<file path="config.mk">
export PLATFORM = sky130hd
export DESIGN_NAME = adc_result_fifo
export DESIGN_NICKNAME = d
export VERILOG_FILES = /design/src/rtl/adcf_pkg.sv /design/src/rtl/adcf_pack.sv /design/src/rtl/adcf_flush_ctrl.sv /design/src/rtl/adcf_store.sv /design/src/rtl/adcf_irq.sv /design/src/rtl/adc_result_fifo.sv
export SDC_FILE = /design/constraint.sdc
export NUM_CORES = 1
export LEC_CHECK = 0
export BUFFER_PORTS_ARGS = -buffer_cell sky130_fd_sc_hd__buf_2
export CAP_MARGIN = 20
export CORE_MARGIN = 2
export CORE_UTILIZATION = 60
export CTS_BUF_LIST = sky130_fd_sc_hd__clkbuf_4 sky130_fd_sc_hd__clkbuf_8 sky130_fd_sc_hd__clkbuf_16
export DETAILED_ROUTE_END_ITERATION = 12
export GPL_ROUTABILITY_DRIVEN = 1
export GPL_TIMING_DRIVEN = 0
export PLACE_DENSITY = 0.8
export REMOVE_ABC_BUFFERS = 1
export SYNTH_ARGS = -nofsm -noshare
export SYNTH_HDL_FRONTEND = slang
export SYNTH_SLANG_ARGS = --single-unit
export TNS_END_PERCENT = 50
</file>
<file path="constraint.sdc">
create_clock -name clk -period 9.2 [get_ports clk]
set_clock_uncertainty 0.1 [all_clocks]
set_input_delay 0.92 -clock clk [delete_from_list [all_inputs] [get_ports clk]]
set_output_delay 0.92 -clock clk [all_outputs]
set_load 0.01 [all_outputs]
</file>
<file path="src/rtl/adcf_pkg.sv">
package adcf_pkg;
    localparam int WORD_W  = 32;
    localparam int ID_W    = 8;
    localparam int DATA_W  = 16;
    localparam int FMT_W   = 3;
    localparam int NUM_IRQ = 4;

    localparam int IRQ_STORED = 0;
    localparam int IRQ_LEVEL  = 1;
    localparam int IRQ_OVF    = 2;
    localparam int IRQ_UDF    = 3;

    typedef enum logic [FMT_W-1:0] {
        FMT_R16 = 3'd0,
        FMT_R12 = 3'd1,
        FMT_R8  = 3'd2,
        FMT_L16 = 3'd3,
        FMT_L12 = 3'd4,
        FMT_L8  = 3'd5
    } fmt_e;

    typedef enum logic {
        ST_IDLE  = 1'b0,
        ST_FLUSH = 1'b1
    } flush_state_e;
endpackage

</file>
<file path="src/rtl/adcf_pack.sv">
module adcf_pack
    import adcf_pkg::*;
(
    input  logic [FMT_W-1:0]  fmt_sel,
    input  logic [ID_W-1:0]   tag,
    input  logic [DATA_W-1:0] sample,
    output logic [WORD_W-1:0] word
);
    always_comb begin
        unique case (fmt_sel)
            FMT_R12: word = {tag, {12{sample[11]}}, sample[11:0]};
            FMT_R8:  word = {tag, {16{sample[7]}}, sample[7:0]};
            FMT_L16: word = {sample[15:0], 8'h00, tag};
            FMT_L12: word = {sample[11:0], 12'h000, tag};
            FMT_L8:  word = {sample[7:0], 16'h0000, tag};
            default: word = {tag, {8{sample[15]}}, sample[15:0]};
        endcase
    end
endmodule

</file>
<file path="src/rtl/adcf_flush_ctrl.sv">
module adcf_flush_ctrl
    import adcf_pkg::*;
#(
    parameter int FLUSH_CYC = 4
) (
    input  logic clk,
    input  logic rst_n,
    input  logic enable,
    input  logic flush_req,
    output logic busy,
    output logic drain_done
);
    localparam int CNT_W = (FLUSH_CYC > 2) ? $clog2(FLUSH_CYC) : 1;

    flush_state_e state_q, state_d;
    logic [CNT_W-1:0] cnt_q, cnt_d;

    always_ff @(posedge clk or negedge rst_n) begin
        if (!rst_n) begin
            state_q <= ST_IDLE;
            cnt_q   <= '0;
        end else begin
            state_q <= state_d;
            cnt_q   <= cnt_d;
        end
    end

    always_comb begin
        state_d = state_q;
        cnt_d   = cnt_q;
        unique case (state_q)
            ST_IDLE: begin
                if (flush_req && enable) begin
                    state_d = ST_FLUSH;
                    cnt_d   = CNT_W'(FLUSH_CYC - 1);
                end
            end
            ST_FLUSH: begin
                if (cnt_q == '0) state_d = ST_IDLE;
                else             cnt_d   = cnt_q - 1'b1;
            end
            default: state_d = ST_IDLE;
        endcase
    end

    always_comb begin
        busy       = (state_q == ST_FLUSH);
        drain_done = (state_q == ST_FLUSH) && (cnt_q == '0);
    end
endmodule

</file>
<file path="src/rtl/adcf_store.sv">
module adcf_store #(
    parameter int DEPTH = 16,
    parameter int W     = 32
) (
    input  logic                         clk,
    input  logic                         rst_n,
    input  logic                         push_req,
    input  logic [W-1:0]                 wdata,
    input  logic                         pull_req,
    input  logic                         peek_req,
    input  logic                         clear,
    output logic [$clog2(DEPTH+1)-1:0]   count,
    output logic [W-1:0]                 rd_data,
    output logic                         rd_valid,
    output logic                         full,
    output logic                         empty
);
    localparam int AW = $clog2(DEPTH);
    localparam int CW = $clog2(DEPTH + 1);

    logic [W-1:0]  mem [DEPTH];
    logic [AW-1:0] wp_q, rp_q;
    logic [CW-1:0] cnt_q;
    logic          push_ok, pull_ok, read_any;

    assign full     = (cnt_q == CW'(DEPTH));
    assign empty    = (cnt_q == '0);
    assign push_ok  = push_req && !full;
    assign pull_ok  = pull_req && !empty;
    assign read_any = pull_req || peek_req;
    assign count    = cnt_q;

    always_ff @(posedge clk) begin
        if (push_ok) mem[wp_q] <= wdata;
    end

    always_ff @(posedge clk or negedge rst_n) begin
        if (!rst_n) begin
            wp_q  <= '0;
            rp_q  <= '0;
            cnt_q <= '0;
        end else if (clear) begin
            wp_q  <= '0;
            rp_q  <= '0;
            cnt_q <= '0;
        end else begin
            if (push_ok) wp_q <= wp_q + 1'b1;
            if (pull_ok) rp_q <= rp_q + 1'b1;
            cnt_q <= cnt_q + CW'(push_ok) - CW'(pull_ok);
        end
    end

    always_ff @(posedge clk or negedge rst_n) begin
        if (!rst_n) begin
            rd_data  <= '0;
            rd_valid <= 1'b0;
        end else begin
            rd_valid <= read_any;
            if (read_any) rd_data <= empty ? '0 : mem[rp_q];
        end
    end
endmodule

</file>
<file path="src/rtl/adcf_irq.sv">
module adcf_irq #(
    parameter int N = 4
) (
    input  logic         clk,
    input  logic         rst_n,
    input  logic [N-1:0] hw_evt,
    input  logic [N-1:0] en_set,
    input  logic [N-1:0] en_clr,
    input  logic [N-1:0] sw_set,
    input  logic [N-1:0] sw_clr,
    output logic [N-1:0] pending,
    output logic [N-1:0] masked,
    output logic         line
);
    logic [N-1:0] en_q;

    always_ff @(posedge clk or negedge rst_n) begin
        if (!rst_n) begin
            pending <= '0;
            en_q    <= '0;
        end else begin
            pending <= (pending & ~sw_clr) | sw_set | hw_evt;
            en_q    <= (en_q & ~en_clr) | en_set;
        end
    end

    assign masked = pending & en_q;
    assign line   = |masked;
endmodule

</file>
<file path="src/rtl/adc_result_fifo.sv">
module adc_result_fifo
    import adcf_pkg::*;
#(
    parameter int DEPTH     = 16,
    parameter int FLUSH_CYC = 4,
    localparam int CW       = $clog2(DEPTH + 1),
    localparam int TW       = $clog2(DEPTH)
) (
    input  logic                 clk,
    input  logic                 rst_n,
    input  logic                 enable,
    input  logic                 in_valid,
    input  logic [ID_W-1:0]      in_id,
    input  logic [DATA_W-1:0]    in_data,
    input  logic [FMT_W-1:0]     fmt_sel,
    input  logic [TW-1:0]        dvl_sel,
    input  logic                 pull,
    input  logic                 peek,
    output logic [WORD_W-1:0]    rd_data,
    output logic                 rd_valid,
    output logic [CW-1:0]        fifo_count,
    output logic                 dvl_flag,
    input  logic                 flush_req,
    output logic                 flush_busy,
    input  logic [NUM_IRQ-1:0]   irq_en_set,
    input  logic [NUM_IRQ-1:0]   irq_en_clr,
    input  logic [NUM_IRQ-1:0]   irq_sw_set,
    input  logic [NUM_IRQ-1:0]   irq_sw_clr,
    output logic [NUM_IRQ-1:0]   irq_pending,
    output logic [NUM_IRQ-1:0]   irq_masked,
    output logic                 irq_line
);
    logic [WORD_W-1:0]  packed_word;
    logic               drain_done, push_req, pull_req, peek_req;
    logic               st_full, st_empty;
    logic [CW-1:0]      level_thr;
    logic [NUM_IRQ-1:0] evt;

    adcf_pack u_pack (
        .fmt_sel (fmt_sel),
        .tag     (in_id),
        .sample  (in_data),
        .word    (packed_word)
    );

    adcf_flush_ctrl #(.FLUSH_CYC(FLUSH_CYC)) u_flush (
        .clk        (clk),
        .rst_n      (rst_n),
        .enable     (enable),
        .flush_req  (flush_req),
        .busy       (flush_busy),
        .drain_done (drain_done)
    );

    assign push_req = in_valid && enable && !flush_busy;
    assign pull_req = pull && !flush_busy;
    assign peek_req = peek && !pull && !flush_busy;

    adcf_store #(.DEPTH(DEPTH), .W(WORD_W)) u_store (
        .clk      (clk),
        .rst_n    (rst_n),
        .push_req (push_req),
        .wdata    (packed_word),
        .pull_req (pull_req),
        .peek_req (peek_req),
        .clear    (drain_done),
        .count    (fifo_count),
        .rd_data  (rd_data),
        .rd_valid (rd_valid),
        .full     (st_full),
        .empty    (st_empty)
    );

    assign level_thr = CW'(dvl_sel) + 1'b1;
    assign dvl_flag  = (fifo_count >= level_thr);

    always_comb begin
        evt             = '0;
        evt[IRQ_STORED] = push_req && !st_full;
        evt[IRQ_LEVEL]  = dvl_flag;
        evt[IRQ_OVF]    = push_req && st_full;
        evt[IRQ_UDF]    = pull_req && st_empty;
    end

    adcf_irq #(.N(NUM_IRQ)) u_irq (
        .clk     (clk),
        .rst_n   (rst_n),
        .hw_evt  (evt),
        .en_set  (irq_en_set),
        .en_clr  (irq_en_clr),
        .sw_set  (irq_sw_set),
        .sw_clr  (irq_sw_clr),
        .pending (irq_pending),
        .masked  (irq_masked),
        .line    (irq_line)
    );
endmodule

</file>
# Word level (Yosys, flattened, before mapping)
# Memory sizes are Yosys's and may differ from the RTL's.
# Cells that the tools add are included.
# classes
add_sub_neg	6
mul	0
div	0
order_cmp	1
eq_ne	8
shifts	0
n_mux	15
bitwise	9
reduce_logical	22
# ops
cell	n
$pmux W32 S5	1
$mux W32	1
$mux W4	4
$and A4 B4 Y4	3
$or A4 B4 Y4	3
$logic_and A1 B1 Y1	11
$add A4 B1 Y4 const B	2
$not A4 Y4	2
$eq A3 B2 Y1 const B	2
$eq A3 B3 Y1 const B	2
$add A4 B1 Y5 const B	1
$add A5 B1 Y5	1
$eq A5 B5 Y1 const B	1
$ge A5 B5 Y1	1
$logic_not A5 Y1	1
$mux W5	1
$sub A5 B1 Y5	1
$logic_not A1 Y1	4
$mux W1	4
$mux W2	2
$pmux W2 S2	1
$reduce_bool A2 Y1	2
$reduce_or A4 Y1	1
$eq A3 B1 Y1 const B	1
other kinds (8)	8
# totals
reg_bits	57
latch_bits	0
ramBits	512
romBits	0
in_bits	54
output_inout_bits	49
n_memories	1
# mem_list
name	words	width	read_ports	rd_clocked_by_memory_dff	wr	line	source
u_store.mem	16	32	1	0	1	adcf_store.sv:21	logic [W-1:0] mem [DEPTH];

# Longest topological paths before layout
# depth
depth_word	6
mapped_depth	14
ltp_nobuf	14

# Hierarchy
# A second synthesis with hierarchy kept.
# unflattened
cells_unflattened	1138
hier_area_um2	23357.4
# by_module_without_submodules
mod	n_inst	cells_per_inst	area_per_inst_um2
adcf_store	1	959	21896.0
adcf_pack	1	105	773.2
adcf_irq	1	33	334.1
adc_result_fifo	1	26	188.9
adcf_flush_ctrl	1	15	165.2

# Worst setup path before layout
# OpenSTA, ideal clock, no wires.
# synth_timing
path_kind	input-to-reg
start	input port enable
end	memory u_store.mem[4][0], enable pin
setup_ns	0.461
arrival_ns	3.940
required_ns	8.639
setup_slack_ns	4.699
stages	4
path_buffers	0
cell_sequence	nand3b_1 -> a31oi_1 -> nand2_1 -> nor3_1
# synth_via
elab_chain_len	5
# synth_rtl
element	line	source
start: declaration	adc_result_fifo.sv:11	input logic enable,
$logic_and A1 B1 Y1 (2 in series)	adc_result_fifo.sv:55	assign push_req = in_valid && enable && !flush_busy;
$logic_and A1 B1 Y1	adcf_store.sv:28	assign push_ok = push_req && !full;
$mux W1	adcf_store.sv:34	if (push_ok) mem[wp_q] <= wdata;
$mux W1 (not written as such)	adcf_store.sv:34	
end: declaration	adcf_store.sv:21	
# No other way between the ends.

# Worst setup path after layout
# layout_timing
start	register u_store.cnt_q[2], in the netlist u_store.count[2]
end	register u_store.cnt_q[4], in the netlist u_store.count[4]
# layout_via
elab_chain_len	6
# layout_rtl
element	line	source
start: declaration	adcf_store.sv:23	logic [CW-1:0] cnt_q;
start signal: assignment	adcf_store.sv:49	cnt_q <= cnt_q + CW'(push_ok) - CW'(pull_ok);
$eq A5 B5 Y1	adcf_store.sv:26	assign full = (cnt_q == CW'(DEPTH));
$logic_not A1 Y1	adcf_store.sv:28	
$logic_and A1 B1 Y1	adcf_store.sv:28	
$add A5 B1 Y5	adcf_store.sv:49	
$sub A5 B1 Y5 *	adcf_store.sv:49	
$mux W5 *	adcf_store.sv:42	end else if (clear) begin
# Mark *: on every way between the ends. The rest lies on a longest branch, timed or not.
# A chain may end at the register's enable or synchronous reset.

==> summary.md <==
| Metric | Value |
|---|---|
| Synth Area in Compound Gates | `0.04839` |
| Power density cells | `280.5 nW/µm²` |
| WL met2 | `24.23 mm` |
| Dpl hpwl | `29.67 mm` |
| Worst setup path startpoint | `u_store.count[2]$_DFF_PN0_` |
| Final Hold Viols | `0` |
| WL met3 | `4.994 mm` |
| Initial DRT Pass Iterations | `6` |
| Die X | `roughly 200 µm` |
| Final min period | `between 3000 and 4000 ps` |
| Vias/cell | `between 6 and 7` |
| Leakage | `between 9 and 10 nW` |
| R2R Path Start | `u_store.count[2]$_DFF_PN0_` |
| Synthesis-stage register bit count | `roughly 570` |
| Final wirelength | `50.63 mm` |
| DR WL/cell | `~27 µm` |
| Syn_area_per_cell | `19.68 µm²` |
| Remaining DRCs | `0` |
| Worst path arrival time | `~4000 ps` |
| H-tree levels | `2` |
| Peak VDD IR | `0.2235 mV` |
| Core Area | `37580 µm²` |
| Pins Over Slew Limit | `0` |
| Vias in the first global route | `about 12000` |
| Core Rows | `71` |
| Hold Crit Class | `in2async` |
| Initial Util | `0.6069` |
| Post-synth EDFFs | `512` |
| Combinational share of power | `0.264` |
| CTS max path bufs | `3` |
| Mapped Area | `~23000 µm²` |
| R2R Path End | `u_store.count[4]$_DFF_PN0_` |
| Reg2reg setup slack | `about 5600 ps` |
| CP required | `approximately 9600 ps` |
| Worst-Margin Slew | `between 1000 and 1500 ps` |
| Share of cells above drive strength 1 | `0.3006` |
| Largest net degree at the start of global routing | `67` |
| Clk network pwr share | `0.303` |
| Global route total overflow | `0` |
| Crit start category | `flop` |
| CTS buffer count | `between 50 and 60` |
| Post-CTS Setup Bufs | `0` |
| Final estimated routing congestion in global placement | `0.8054` |
| Final ANT Viol Nets | `0` |
| P_int | `roughly 5.3 mW` |
| Kind of critical path | `reg2reg` |
| Resize count post-CTS | `0` |
| Clock Sinks | `~570` |
| Area Overhead vs Synth | `15.62%` |
| DR vias | `between 10000 and 15000` |
| # IOs | `103` |
| Die Height | `just under 200 µm` |
| Worst-path fanout max | `5` |
| Setup Total Neg Slack | `0 ps` |
| Sequential share of the synthesized area | `0.7367` |
| Mux share of post-synthesis cell area | `0.1523` |
| First-pass GRT wire length | `75.10 mm` |
| Status | `finished, final reports clean` |
| CTS tree | `yes` |
| Sw power | `approximately 2.1 mW` |
| Clock transition at path regs | `~70 ps` |
| Final period util | `0.3893` |
| Synth async-reset ratio | `0.1002` |
| Cells after synthesis | `approximately 1200` |
| Post-Synth Adder-Cell Area | `0.01075` |
| Post-Synth Simple-Gate Area | `0.02749` |
| IO buf count | `around 100` |
| Root buffer cell | `clkbuf_16` |
| XOR/XNOR share of the synthesized area | `0.004225` |
| First DRT Iteration DRCs | `roughly 1400` |
| WL met1 | `roughly 20 mm` |
| Net count, final | `1381` |
| Setup violators final | `0` |
| Register-to-Register Path Depth | `14` |
| Prevailing post-synth register cell | `edfxtp_1` |
| Final Power | `7.398 mW` |
| CP endpoint | `u_store.count[4]$_DFF_PN0_` |
| Worst-Skew Late Latency | `approximately 610 ps` |
| Slew headroom | `0.3183` |
| Critical path endpoint category | `flop` |
| Main combinational cell family by area after synthesis | `multiplexers` |
| Flop pwr share | `0.432` |
| Die ar. | `39590 µm²` |
| Initial antenna violation count | `1` |
| Synthesis Warnings | `0` |
| Cts hold-fix bufs | `0` |
| RSZ-0062 raised after global routing | `false` |
| Tot GR Track Use | `0.2659` |
| Max Clk Rate | `approximately 280 MHz` |
| Top layer in use | `met4` |
| Distinct cell type count after synthesis | `between 40 and 50` |
| Sw Share | `0.2863` |
| MaxCap Viol Count | `0` |
-- synth_stat cells, drive strengths merged, types with 18 or more instances --
cell / n / area [µm²]
nand2: 18 / 67.56
dfrtp: 57 / 1426
edfxtp: 512 / 15370
buf: 36 / 245.2
inv: 28 / 105.1
mux2i: 50 / 500.5
clkbuf: 29 / 108.9
nor2b: 36 / 225.2
a21oi: 51 / 255.2
o21ai: 19 / 95.09
ha: 18 / 225.2
nor2: 25 / 93.84
a211oi: 32 / 240.2
mux4: 128 / 2883
a22o: 32 / 280.3
-- layer usage --
layer,track usage,vias up
met4,0.08209,0
met2,0.4179,661
met5,0,-
li1,-,5022
met1,0.3757,6192
met3,0.06528,78
-- power groups by stage --
stage | clock network (mW) | registers (mW) | logic (mW)
detailed placement | 0 | 3.25 | 1.93
finish | 2.24 | 3.20 | 1.95
floorplan | 0 | 3.43 | 1.24
CTS | 2.27 | 3.20 | 1.97
global route | 2.37 | 3.22 | 2.11
global placement | 0 | 3.54 | 1.74
-- area by class of cell --
| class | instances | area (µm²) |
|---|---|---|
| flip-flops and latches | 569 | 16820 |
| multi-input cells | 497 | 5624 |
| well taps | 511 | 639.4 |
| diodes | 1 | 2.502 |
| clock inverters | 28 | 235.2 |
| fillers | 2209 | 11210 |
| clock buffers | 75 | 1574 |
| inverters | 28 | 105.1 |
| repair buffers | 157 | 1373 |
-- worst max-delay path, cell delays in order, from the launching register on --
cell	delay (ps)
dfrtp_1	420
inv_1	100
ha_1	200
nor4b_1	670
nor3b_1	310
ha_1	370
inv_1	50
ha_1	210
inv_1	90
fa_1	230
inv_1	50
a21oi_1	130
nor2_1	70
or3_1	350
a21oi_1	150
-- cell usage in the layout, fill, tap and decap left out, types with 20 or more instances in the layout --
cell type    n
edfxtp_1   512
clkbuf_16   57
buf_2      106
mux2i_1     50
a22o_1      32
nor2b_1     36
mux4_2     128
a21oi_1     51
dfrtp_1     53
inv_1       27
a211oi_1    32
nor2_1      20
-- through the flow --
step	hold slack, ps	area, µm²	cells	util	setup WS (ps)
2_1_floorplan	339.6	22450	1094	-	2616
3_3_place_gp	352.6	23600	1707	0.6281	351.2
3_5_place_dp	357.0	24520	1757	0.6525	5070
4_1_cts	117.1	26330	1860	0.7007	5346
5_1_grt	124.4	26370	1866	0.7017	5419
6_report	126.4	26370	1866	0.7017	5618
-- state kept, by name, summed over array words and instances (netlist names) --
signal            cells
u_store.count         5
u_irq.pending         4
u_irq.en_q            4
u_store.rd_valid      1
u_flush.busy          1
u_store.wp_q          4
u_store.rp_q          4
u_flush.cnt_q         2
u_store.mem         512
u_store.rd_data      32
-- logic make-up (layout without fill, tap and decap cells) --
logic type	count (synthesis)	after routing
AO/OA/AOI/OAI	163	163
XOR/XNOR	11	11
adder cells (fa/ha/maj)	19	19
buffers and inverters	93	288
flip-flops	569	569
multiplexers	186	186
other	0	1
AND/OR/NAND/NOR	118	118
-- worst min-delay path by stage --
stage                                 endpoint  depth (start not counted)
6_report       u_store.rd_data[23]$_DFFE_PN0P_                          1
5_1_grt        u_store.rd_data[10]$_DFFE_PN0P_                          1
4_1_cts        u_store.rd_data[29]$_DFFE_PN0P_                          1
3_5_place_dp           u_irq.en_q[0]$_DFF_PN0_                          1
3_3_place_gp           u_irq.en_q[3]$_DFF_PN0_                          1
2_1_floorplan     u_flush.cnt_q[0]$_DFFE_PN0P_                          1
No activity file was read; power rests on OpenSTA's default activity.
